<file path="config.mk">
export PLATFORM = sky130hd
export DESIGN_NAME = evt_timer
export DESIGN_NICKNAME = d
export VERILOG_FILES = /design/src/rtl/tmr_pkg.sv /design/src/rtl/tmr_counter.sv /design/src/rtl/tmr_chan.sv /design/src/rtl/evt_timer.sv
export SDC_FILE = /design/constraint.sdc
export NUM_CORES = 1
export LEC_CHECK = 0
export ABC_AREA = 1
export BUFFER_PORTS_ARGS = -buffer_cell sky130_fd_sc_hd__buf_2
export CORE_MARGIN = 2
export CORE_UTILIZATION = 45
export DETAILED_ROUTE_END_ITERATION = 10
export PLACE_DENSITY = 0.66
export SYNTH_ARGS = -nofsm -noshare
export SYNTH_HDL_FRONTEND = slang
export SYNTH_HIERARCHICAL = 1
export SYNTH_SLANG_ARGS = --single-unit
</file>
<file path="constraint.sdc">
create_clock -name clk -period 2.2 [get_ports clk]
set_clock_uncertainty 0.1 [all_clocks]
set_input_delay 0.33 -clock clk [delete_from_list [all_inputs] [get_ports clk]]
set_output_delay 0.33 -clock clk [all_outputs]
set_load 0.1 [all_outputs]
</file>
<file path="src/rtl/tmr_pkg.sv">
// Shared constants of the event timer: the register address map.
// Assumes the comparator targets occupy consecutive addresses from CMP_BASE.
package tmr_pkg;
    localparam int unsigned ADDR_CTRL = 0;
    localparam int unsigned ADDR_CNT  = 1;
    localparam int unsigned ADDR_PEND = 2;
    localparam int unsigned CMP_BASE  = 3;
endpackage

</file>
<file path="src/rtl/tmr_counter.sv">
// Free-running time base. It advances by one when run and tick_en are both high.
// Assumes tick_en is a one-cycle pulse per reference tick, synchronous to clk.
module tmr_counter #(
    parameter int unsigned CNT_W = 64
) (
    input  logic             clk,
    input  logic             rst_n,
    input  logic             run,
    input  logic             tick_en,
    output logic             adv,
    output logic [CNT_W-1:0] cnt
);
    // Qualify the tick with the run bit.
    assign adv = run & tick_en;

    // Count register: clears in reset and steps by one on each advancing tick.
    always_ff @(posedge clk) begin
        if (!rst_n)   cnt <= '0;
        else if (adv) cnt <= cnt + 1'b1;
    end


    cnt_step_chk: assert property (@(posedge clk) disable iff (!rst_n)
        adv |=> (cnt == $past(cnt) + 1'b1));

    cnt_hold_chk: assert property (@(posedge clk) disable iff (!rst_n)
        !adv |=> $stable(cnt));
endmodule

</file>
<file path="src/rtl/tmr_chan.sv">
// One-shot comparator channel. A target write arms the channel. On an
// advancing tick whose pre-increment count equals the target, the channel
// sets its sticky pending flag and disarms. A write on the same edge
// overrides the match. If a set and a clear of the flag fall on the same
// edge, the set wins.
// Assumes cnt and adv come from the shared time base.
module tmr_chan #(
    parameter int unsigned CNT_W = 64
) (
    input  logic             clk,
    input  logic             rst_n,
    input  logic             adv,
    input  logic [CNT_W-1:0] cnt,
    input  logic             wr_tgt,
    input  logic [CNT_W-1:0] wdata,
    input  logic             clr,
    output logic [CNT_W-1:0] tgt,
    output logic             pend
);
    logic armed;
    logic hit;

    // Match qualifier: armed, advancing, equal, and not overridden by a write.
    assign hit = armed & adv & (cnt == tgt) & ~wr_tgt;

    // Target and arm state: a write loads and arms, and a hit disarms.
    always_ff @(posedge clk) begin
        if (!rst_n) begin
            tgt   <= '0;
            armed <= 1'b0;
        end else if (wr_tgt) begin
            tgt   <= wdata;
            armed <= 1'b1;
        end else if (hit) begin
            armed <= 1'b0;
        end
    end

    // Pending flag: a hit sets it, a clear drops it, and a set beats a clear.
    always_ff @(posedge clk) begin
        if (!rst_n)   pend <= 1'b0;
        else if (hit) pend <= 1'b1;
        else if (clr) pend <= 1'b0;
    end


    fire_chk: assert property (@(posedge clk) disable iff (!rst_n)
        (armed && adv && (cnt == tgt) && !wr_tgt) |=> (pend && !armed));

    disarm_chk: assert property (@(posedge clk) disable iff (!rst_n)
        (!armed && !wr_tgt) |=> !armed);

    sticky_chk: assert property (@(posedge clk) disable iff (!rst_n)
        (pend && !clr) |=> pend);

    wr_wins_chk: assert property (@(posedge clk) disable iff (!rst_n)
        wr_tgt |=> (armed && tgt == $past(wdata)));
endmodule

</file>
<file path="src/rtl/evt_timer.sv">
// Event timer top: the shared time base, NCH one-shot comparator channels,
// the write decode and the combinational read mux.
// Assumes 3+NCH addresses fit in ADDR_W bits and the data width equals CNT_W.
module evt_timer #(
    parameter int unsigned CNT_W  = 64,
    parameter int unsigned NCH    = 3,
    parameter int unsigned ADDR_W = 4
) (
    input  logic              clk,
    input  logic              rst_n,
    input  logic              tick_en,
    input  logic              wr_en,
    input  logic [ADDR_W-1:0] addr,
    input  logic [CNT_W-1:0]  wdata,
    output logic [CNT_W-1:0]  rdata,
    output logic [NCH-1:0]    irq
);
    import tmr_pkg::*;

    localparam logic [ADDR_W-1:0] A_CTRL = ADDR_W'(ADDR_CTRL);
    localparam logic [ADDR_W-1:0] A_CNT  = ADDR_W'(ADDR_CNT);
    localparam logic [ADDR_W-1:0] A_PEND = ADDR_W'(ADDR_PEND);

    logic             run;
    logic             adv;
    logic [CNT_W-1:0] cnt;
    logic [CNT_W-1:0] tgt [NCH];
    logic [NCH-1:0]   pend;

    // Control register: holds the global run bit.
    always_ff @(posedge clk) begin
        if (!rst_n)                         run <= 1'b0;
        else if (wr_en && addr == A_CTRL)   run <= wdata[0];
    end

    tmr_counter #(.CNT_W(CNT_W)) u_cnt (
        .clk     (clk),
        .rst_n   (rst_n),
        .run     (run),
        .tick_en (tick_en),
        .adv     (adv),
        .cnt     (cnt)
    );

    // One channel per comparator, each with its own write and clear decode.
    for (genvar i = 0; i < NCH; i++) begin : g_ch
        tmr_chan #(.CNT_W(CNT_W)) u_ch (
            .clk    (clk),
            .rst_n  (rst_n),
            .adv    (adv),
            .cnt    (cnt),
            .wr_tgt (wr_en && addr == ADDR_W'(CMP_BASE + i)),
            .wdata  (wdata),
            .clr    (wr_en && addr == A_PEND && wdata[i]),
            .tgt    (tgt[i]),
            .pend   (pend[i])
        );
    end

    assign irq = pend;

    // Read mux: selects the addressed register, and returns zero when unmapped.
    always_comb begin
        rdata = '0;
        if (addr == A_CTRL)      rdata[0] = run;
        else if (addr == A_CNT)  rdata = cnt;
        else if (addr == A_PEND) rdata[NCH-1:0] = pend;
        for (int i = 0; i < NCH; i++)
            if (addr == ADDR_W'(CMP_BASE + i)) rdata = tgt[i];
    end


    irq_clear_chk: assert property (@(posedge clk) disable iff (!rst_n)
        (wr_en && addr == A_PEND && wdata[0] && !adv) |=> !irq[0]);
endmodule

</file>
==> flow_metrics.tcl, run 1 <==
set metrics [dict create \
    power.total_mw 11.0 \
    critPathRequiredTime_ns 1.77 \
    yosysUniqueCellTypes 39 \
    reg2regPathDepth 9 \
    cts.clk_slew.worst_paths_ns 0.06 \
    drv_slew 0 \
    pwr-share-comb_pct 9.6 \
    critPathLaunchType "flop" \
    grt_max_degree 67 \
    max_stage_delay_ns 0.36 \
    hold_violations 0 \
    max_slew.worst_pin.slew_ns 0.710 \
    clock.fmax_ghz 0.471 \
    antenna_found_initial 0 \
    p_per_area_mw_per_mm2 554 \
    r2r_end "u_cnt/cnt[59]" \
    drt_iter0_markers 1300 \
    crit_path_top_delay_cell "dfxtp_2" \
    synth-simple-area-share_pct 38.8 \
    clkPwrFrac_pct 45.9 \
    dieWidth_microns 193 \
    finalInstanceArea_sq_mm 0.0199 \
    syn_to_final_growth_pct 24.3 \
    cts_htree_levels 1 \
    die_area_sq_mm 0.0371 \
    cts.sinks 263 \
    numPortBuffers 138 \
    drive_above_1_share_pct 13.0 \
    dpl.hpwl_mm 36.3 \
    gp_congestion 0.920 \
    multi_input_area_sq_mm 0.00884 \
    arrival_ns 1.69 \
    holdPathStages 3 \
    rows 69 \
    ys_seq_area_share_pct 32.9 \
    p_leak_nw 8.02 \
    peakVddDrop_mv 0.757 \
    globalRoute.totalOverflow 0 \
    fp.dieH_microns 193 \
    vias 17371 \
    swShare_pct 25.2 \
    path_cells "buf_4, nand3_1, nand2_1, inv_1, nand4_1, buf_12" \
    min_period_over_period_pct 96.5 \
    min_period_ns 2.12 \
    nFillCells 3489 \
    worstHoldStart "wdata[30]" \
    drt-pass1-iter-count 5 \
    endpoint_kind "output port" \
    slew_headroom_pct 52.7 \
    grt_use_total_pct 27.6 \
    holdWs_ns 0.0259 \
    place_ws_ns 0.107 \
    coreArea_sq_mm 0.0353 \
    cts_root_buffer "clkbuf_16" \
    syn_area_per_cell_sq_um 6.05 \
    post-route-util_pct 56.4 \
    reg2reg_from "u_cnt/cnt[38]" \
    synth_xor_area_share_pct 2.30 \
    fin_nets 2893 \
    mostFrequentLayoutCells "719 x nand2_1, 347 x nor2_1, 326 x inv_1" \
    synthMuxAreaShare_pct 0 \
    drt_wl_total_mm 51.4 \
    cap_violations 0 \
    holdCritPathClass "input port to flop" \
    synth-seq-cells 263 \
    min_to "g_ch[1].u_ch/tgt[30]" \
    cp_max_fo 7 \
    seqPwrFrac_pct 44.5 \
    p_int_mw 8.25 \
    synth_fp_nets 2719 \
    p_sw_mw 2.78 \
    drcViolationCount 0 \
    crit_type "flop to output port" \
    cts_buffers 30 \
    setup_violations 0 \
    grt_pass1_vias 16331 \
    place_area_sq_mm 0.0183 \
    status "completed" \
    rsz0062_at_grt "no" \
    synth_area_sq_mm 0.0160 \
    clk_latency_ns 0.57 \
    synth-compound-area-share_pct 13.9 \
    clk_path_buf_depth 3 \
    post_drt_wl_per_cell_microns 15.6 \
    synth_fa_ha_area_share_pct 0.0781 \
    tritoncts "done" \
    num_antenna_cells 0 \
    rrSetupSlack_ns 0.18 \
    io_pins 139 \
    ant_nets 0 \
    grt_pass1_wl_mm 82.5 \
    yosysWarnings 6 \
    seq_area_sq_mm 0.00527 \
    finalWorstSetupSlack_ns 0.0777 \
    mostFrequentLayoutCell "nand2_1" \
    postSynthCellCount 2646 \
    viasPerCell 5.26 \
    start_util_pct 45.4 \
    post_cts_buffers 0 \
    synth_top_family_by_area "simple AND/OR/NAND/NOR gates" \
]
[worst max-delay path by stage]
stage / start / to / slack (ns) / cells after the start
final: u_cnt/cnt[2] / rdata[2] / 0.08 / 6
after global routing: u_cnt/cnt[2] / rdata[2] / 0.006 / 6
after CTS: u_cnt/cnt[2] / rdata[2] / 0.07 / 6
after detailed placement: addr[2] / rdata[29] / 0.11 / 9
after global placement: addr[2] / rdata[8] / 0.1 / 9
after floorplan: addr[2] / rdata[3] / -0.07 / 6
[timing repair]
item,4_1_cts,5_1_grt
endpoints found under the hold margin,171,0
setup endpoints to repair,2,0
hold buffers,62,0
gates resized for setup,2,0
[stage by stage]
step | std cells | setup TNS (ns)
after floorplan | 2646 | -4.03
after global placement | 3187 | 0
after detailed placement | 3187 | 0
after CTS | 3300 | 0
after global routing | 3300 | 0
final | 3300 | 0
[cell type report]
type                            count  area share, %
Clock buffer                       41           4.29
Clock inverter                     10          0.628
Inverter                          365           6.91
Multi-Input combinational cell   1907           44.4
Sequential cell                   263           26.5
Tap cell                          461           2.90
Timing Repair Buffer              253           14.4
[logic make-up (layout without fill, tap and decap cells)]
| logic type | Yosys count | count (layout) |
|---|---|---|
| xor+xnor | 42 | 42 |
| buf+inv | 476 | 669 |
| simple gates | 1428 | 1428 |
| fa+ha+maj | 1 | 1 |
| flops | 263 | 263 |
| compound gates | 436 | 436 |
[per-layer routing]
| metal | global-route usage [%] | vias to the layer above | wire length, microns |
|---|---|---|---|
| met3 | 2.78 | 123 | 2810 |
| li1 | - | 8730 | - |
| met4 | 11.3 | 0 | 1980 |
| met5 | 0 | - | 0 |
| met1 | 36.7 | 7927 | 22700 |
| met2 | 45.8 | 591 | 23900 |
[registers in the layout (all words and copies together) (netlist names)]
name	count
g_ch.u_ch/pend	3
g_ch.u_ch/armed	3
g_ch.u_ch/tgt	192
run	1
u_cnt/cnt	64
[synth_stat cells]
cell type	number	share of area [%]
nor3b_2	2	0.16
ha_1	1	0.078
nand3_2	9	0.56
o21ai_1	19	0.59
a31oi_1	4	0.16
a21oi_1	179	5.6
nor2_8	1	0.13
clkinv_2	1	0.031
buf_2	47	1.5
nor2_2	21	0.82
nor3_1	14	0.44
buf_6	7	0.49
nor3_2	1	0.063
nand4_1	75	2.9
o21a_1	3	0.14
inv_1	327	7.7
nand3b_1	6	0.28
nor2_4	19	1.3
buf_1	1	0.023
clkbuf_1	47	1.1
dfxtp_1	263	33
clkinv_1	1	0.023
o21ai_0	222	6.9
xor2_1	8	0.44
nand3_1	179	5.6
nor2_1	350	8.2
o22ai_1	3	0.12
nand2_4	5	0.35
inv_2	36	0.84
or2_2	9	0.35
buf_4	9	0.42
a221oi_1	1	0.055
nand2_2	16	0.63
or2_1	1	0.039
a21oi_2	3	0.16
o21bai_1	2	0.094
xnor2_1	34	1.9
nand2_1	719	17
nor3_4	1	0.10
[critical path, delay by kind of cell, from the launching register on]
kind | cells | cell delay (ns)
buf+inv | 3 | 0.45
flops | 1 | 0.36
simple gates | 3 | 0.31
[power groups by stage]
stage | sequential (mW) | clock (mW) | combinational [mW]
after floorplan | 4.99 | 0 | 0.575
after global placement | 5.01 | 0 | 0.943
after detailed placement | 5.01 | 0 | 0.956
after CTS | 4.90 | 5.15 | 1.05
after global routing | 4.91 | 5.30 | 1.16
final | 4.91 | 5.07 | 1.06
Note: power is estimated with default switching activity, not from simulation.
==> run 2, diff against run 1 <==
Settings changed: MAX_ROUTING_LAYER set to met4, RECOVER_POWER set to 50.
==> run 2 against run 1 <==
  * Wire length increased by 0.37%
  * Non-clock buffer count increased by 4
  * Die area unchanged
  * Flip-flop and latch count unchanged
  * Largest cell class unchanged
==> flow_metrics.tcl, run 2 (synthesis results as in run 1) <==
set metrics [dict create \
    slew_headroom_pct 53.5 \
    grt_pass1_wl_mm 83.1 \
    clk_latency_ns 0.57 \
    cts_root_buffer "clkbuf_16" \
    max_stage_delay_ns 0.21 \
    post_cts_buffers 0 \
    mostFrequentLayoutCells "722 x nand2_1, 346 x nor2_1, 327 x inv_1" \
    numPortBuffers 138 \
    antenna_found_initial 2 \
    hold_violations 0 \
    drv_slew 0 \
    critPathLaunchType "input port" \
    crit_top_cell "buf_12" \
    grt_use_total_pct 28.5 \
    largest_reg_flops 192 \
    drt-pass1-iter-count 5 \
    gp_congestion 0.941 \
    arrival_ns 1.71 \
    cap_violations 0 \
    crit_type "input port to output port" \
    dpl.hpwl_mm 36.4 \
    die_area_sq_mm 0.0371 \
    reg_top3 "g_ch.u_ch/tgt x192, u_cnt/cnt x64" \
    critPathRequiredTime_ns 1.77 \
    holdWs_ns 0.0374 \
    cts.sinks 263 \
    grt_pass1_vias 16556 \
    setup_violations 0 \
    regMostFlops "g_ch.u_ch/tgt" \
    ant_nets 0 \
    syn_to_final_growth_pct 24.9 \
    multi_input_area_sq_mm 0.00884 \
    p_leak_nw 8.08 \
    cts_buffers 31 \
    peakVddDrop_mv 0.538 \
    fin_setup_tns_ns 0 \
    cts_htree_levels 1 \
    viasPerCell 5.25 \
    max_slew.worst_pin.slew_ns 0.697 \
    io_pins 139 \
    endpoint_kind "output port" \
    crit_path_top_delay_cell "buf_12" \
    grt_max_degree 69 \
    fin_nets 2898 \
    clk_path_buf_depth 3 \
    dieWidth_microns 193 \
    globalRoute.totalOverflow 0 \
    seq_area_sq_mm 0.00527 \
    coreArea_sq_mm 0.0353 \
    p_per_area_mw_per_mm2 562 \
    tritoncts "done" \
    rows 69 \
    drt_wl_total_mm 51.6 \
    mostFrequentLayoutCell "nand2_1" \
    min_period_over_period_pct 97.1 \
    vias 17395 \
    start_util_pct 45.4 \
    clock.fmax_ghz 0.468 \
    status "completed" \
    drive_above_1_share_pct 13.4 \
    rsz0062_at_grt "no" \
    post_drt_wl_per_cell_microns 15.6 \
    min_period_ns 2.14 \
    path_cells "buf_2, nor2_4, inv_2, nor3_4, buf_12, buf_12, nand2_1, nand4_1, buf_12" \
    holdCritPathClass "input port to flop" \
    fp.dieH_microns 193 \
    drcViolationCount 0 \
    final_cells 3311 \
    cp_max_fo 20 \
    drt_iter0_markers 1240 \
    place_inst 3190 \
    nFillCells 3454 \
    cts.clk_slew.worst_paths_ns 0.06 \
]
run 2: cell count changes in the layout (fill, tap and decap cells not counted), sizes merged:
cell | before | now
buf | 191 | 187
inv | 360 | 362
clkbuf | 41 | 46
clkinvlp | 0 | 1
clkinv | 12 | 16
dlygate4sd3 | 62 | 63
diode | 0 | 2
run 2: worst max-delay path: cells and delay by family:
family	cells	cell delay (ns)
buf+inv	5	0.80
simple gates	4	0.54
run 2: stage by stage:
| step | power (mW) | utilization (%) | setup WS (ns) | cell area, sq um |
|---|---|---|---|---|
| 2_1_floorplan | 5.57 | - | -0.0709 | 16000 |
| 3_3_place_gp | 5.95 | 51.9 | 0.0981 | 18300 |
| 3_5_place_dp | 5.96 | 51.9 | 0.0954 | 18300 |
| 4_1_cts | 11.3 | 56.7 | 0.00321 | 20000 |
| 5_1_grt | 11.6 | 56.7 | 0.00373 | 20000 |
| 6_report | 11.3 | 56.7 | 0.0642 | 20000 |
run 2: worst paths after layout:
path              cells past startpoint  slack, ns           startpoint                  end
hold reg to reg                       2       0.38  g_ch[2].u_ch/tgt[8]  g_ch[2].u_ch/tgt[8]
setup reg to reg                      9       0.17                  run        u_cnt/cnt[39]
setup / recovery                      9       0.06              addr[2]            rdata[26]
hold / removal                        3       0.04             wdata[1]  g_ch[1].u_ch/tgt[1]
run 2: timing repair:
| action | CTS | global route |
|---|---|---|
| endpoints found under the setup margin | 1 | 5 |
| gates resized for setup | 1 | 7 |
| pin swaps | 0 | 1 |
| gates cloned | 0 | 0 |
| endpoints found under the hold margin | 159 | 0 |
| hold buffers | 63 | 0 |
run 2: cell type report:
class	instances	area share (%)
Clock buffer	39	4.38
Inverter	365	6.87
Timing Repair Buffer	257	14.4
Sequential cell	263	26.4
Clock inverter	17	0.857
Antenna cell	2	0.0250
Tap cell	461	2.88
Multi-Input combinational cell	1907	44.2
run 2: per-layer routing:
metal | vias to the layer above | global-route usage (%) | routed length [microns]
li1 | 8737 | - | -
met1 | 7959 | 36.7 | 22800
met2 | 594 | 46.9 | 24300
met3 | 105 | 2.86 | 3260
met4 | 0 | 9.31 | 1330
met5 | - | - | 0
run 2: report_power, final:
part | total (mW) | internal, mW | switching, mW
Combinational | 1.06 | 0.378 | 0.677
Clock | 5.29 | 3.15 | 2.14
Sequential | 4.91 | 4.84 | 0.0633
Total | 11.3 | 8.37 | 2.88
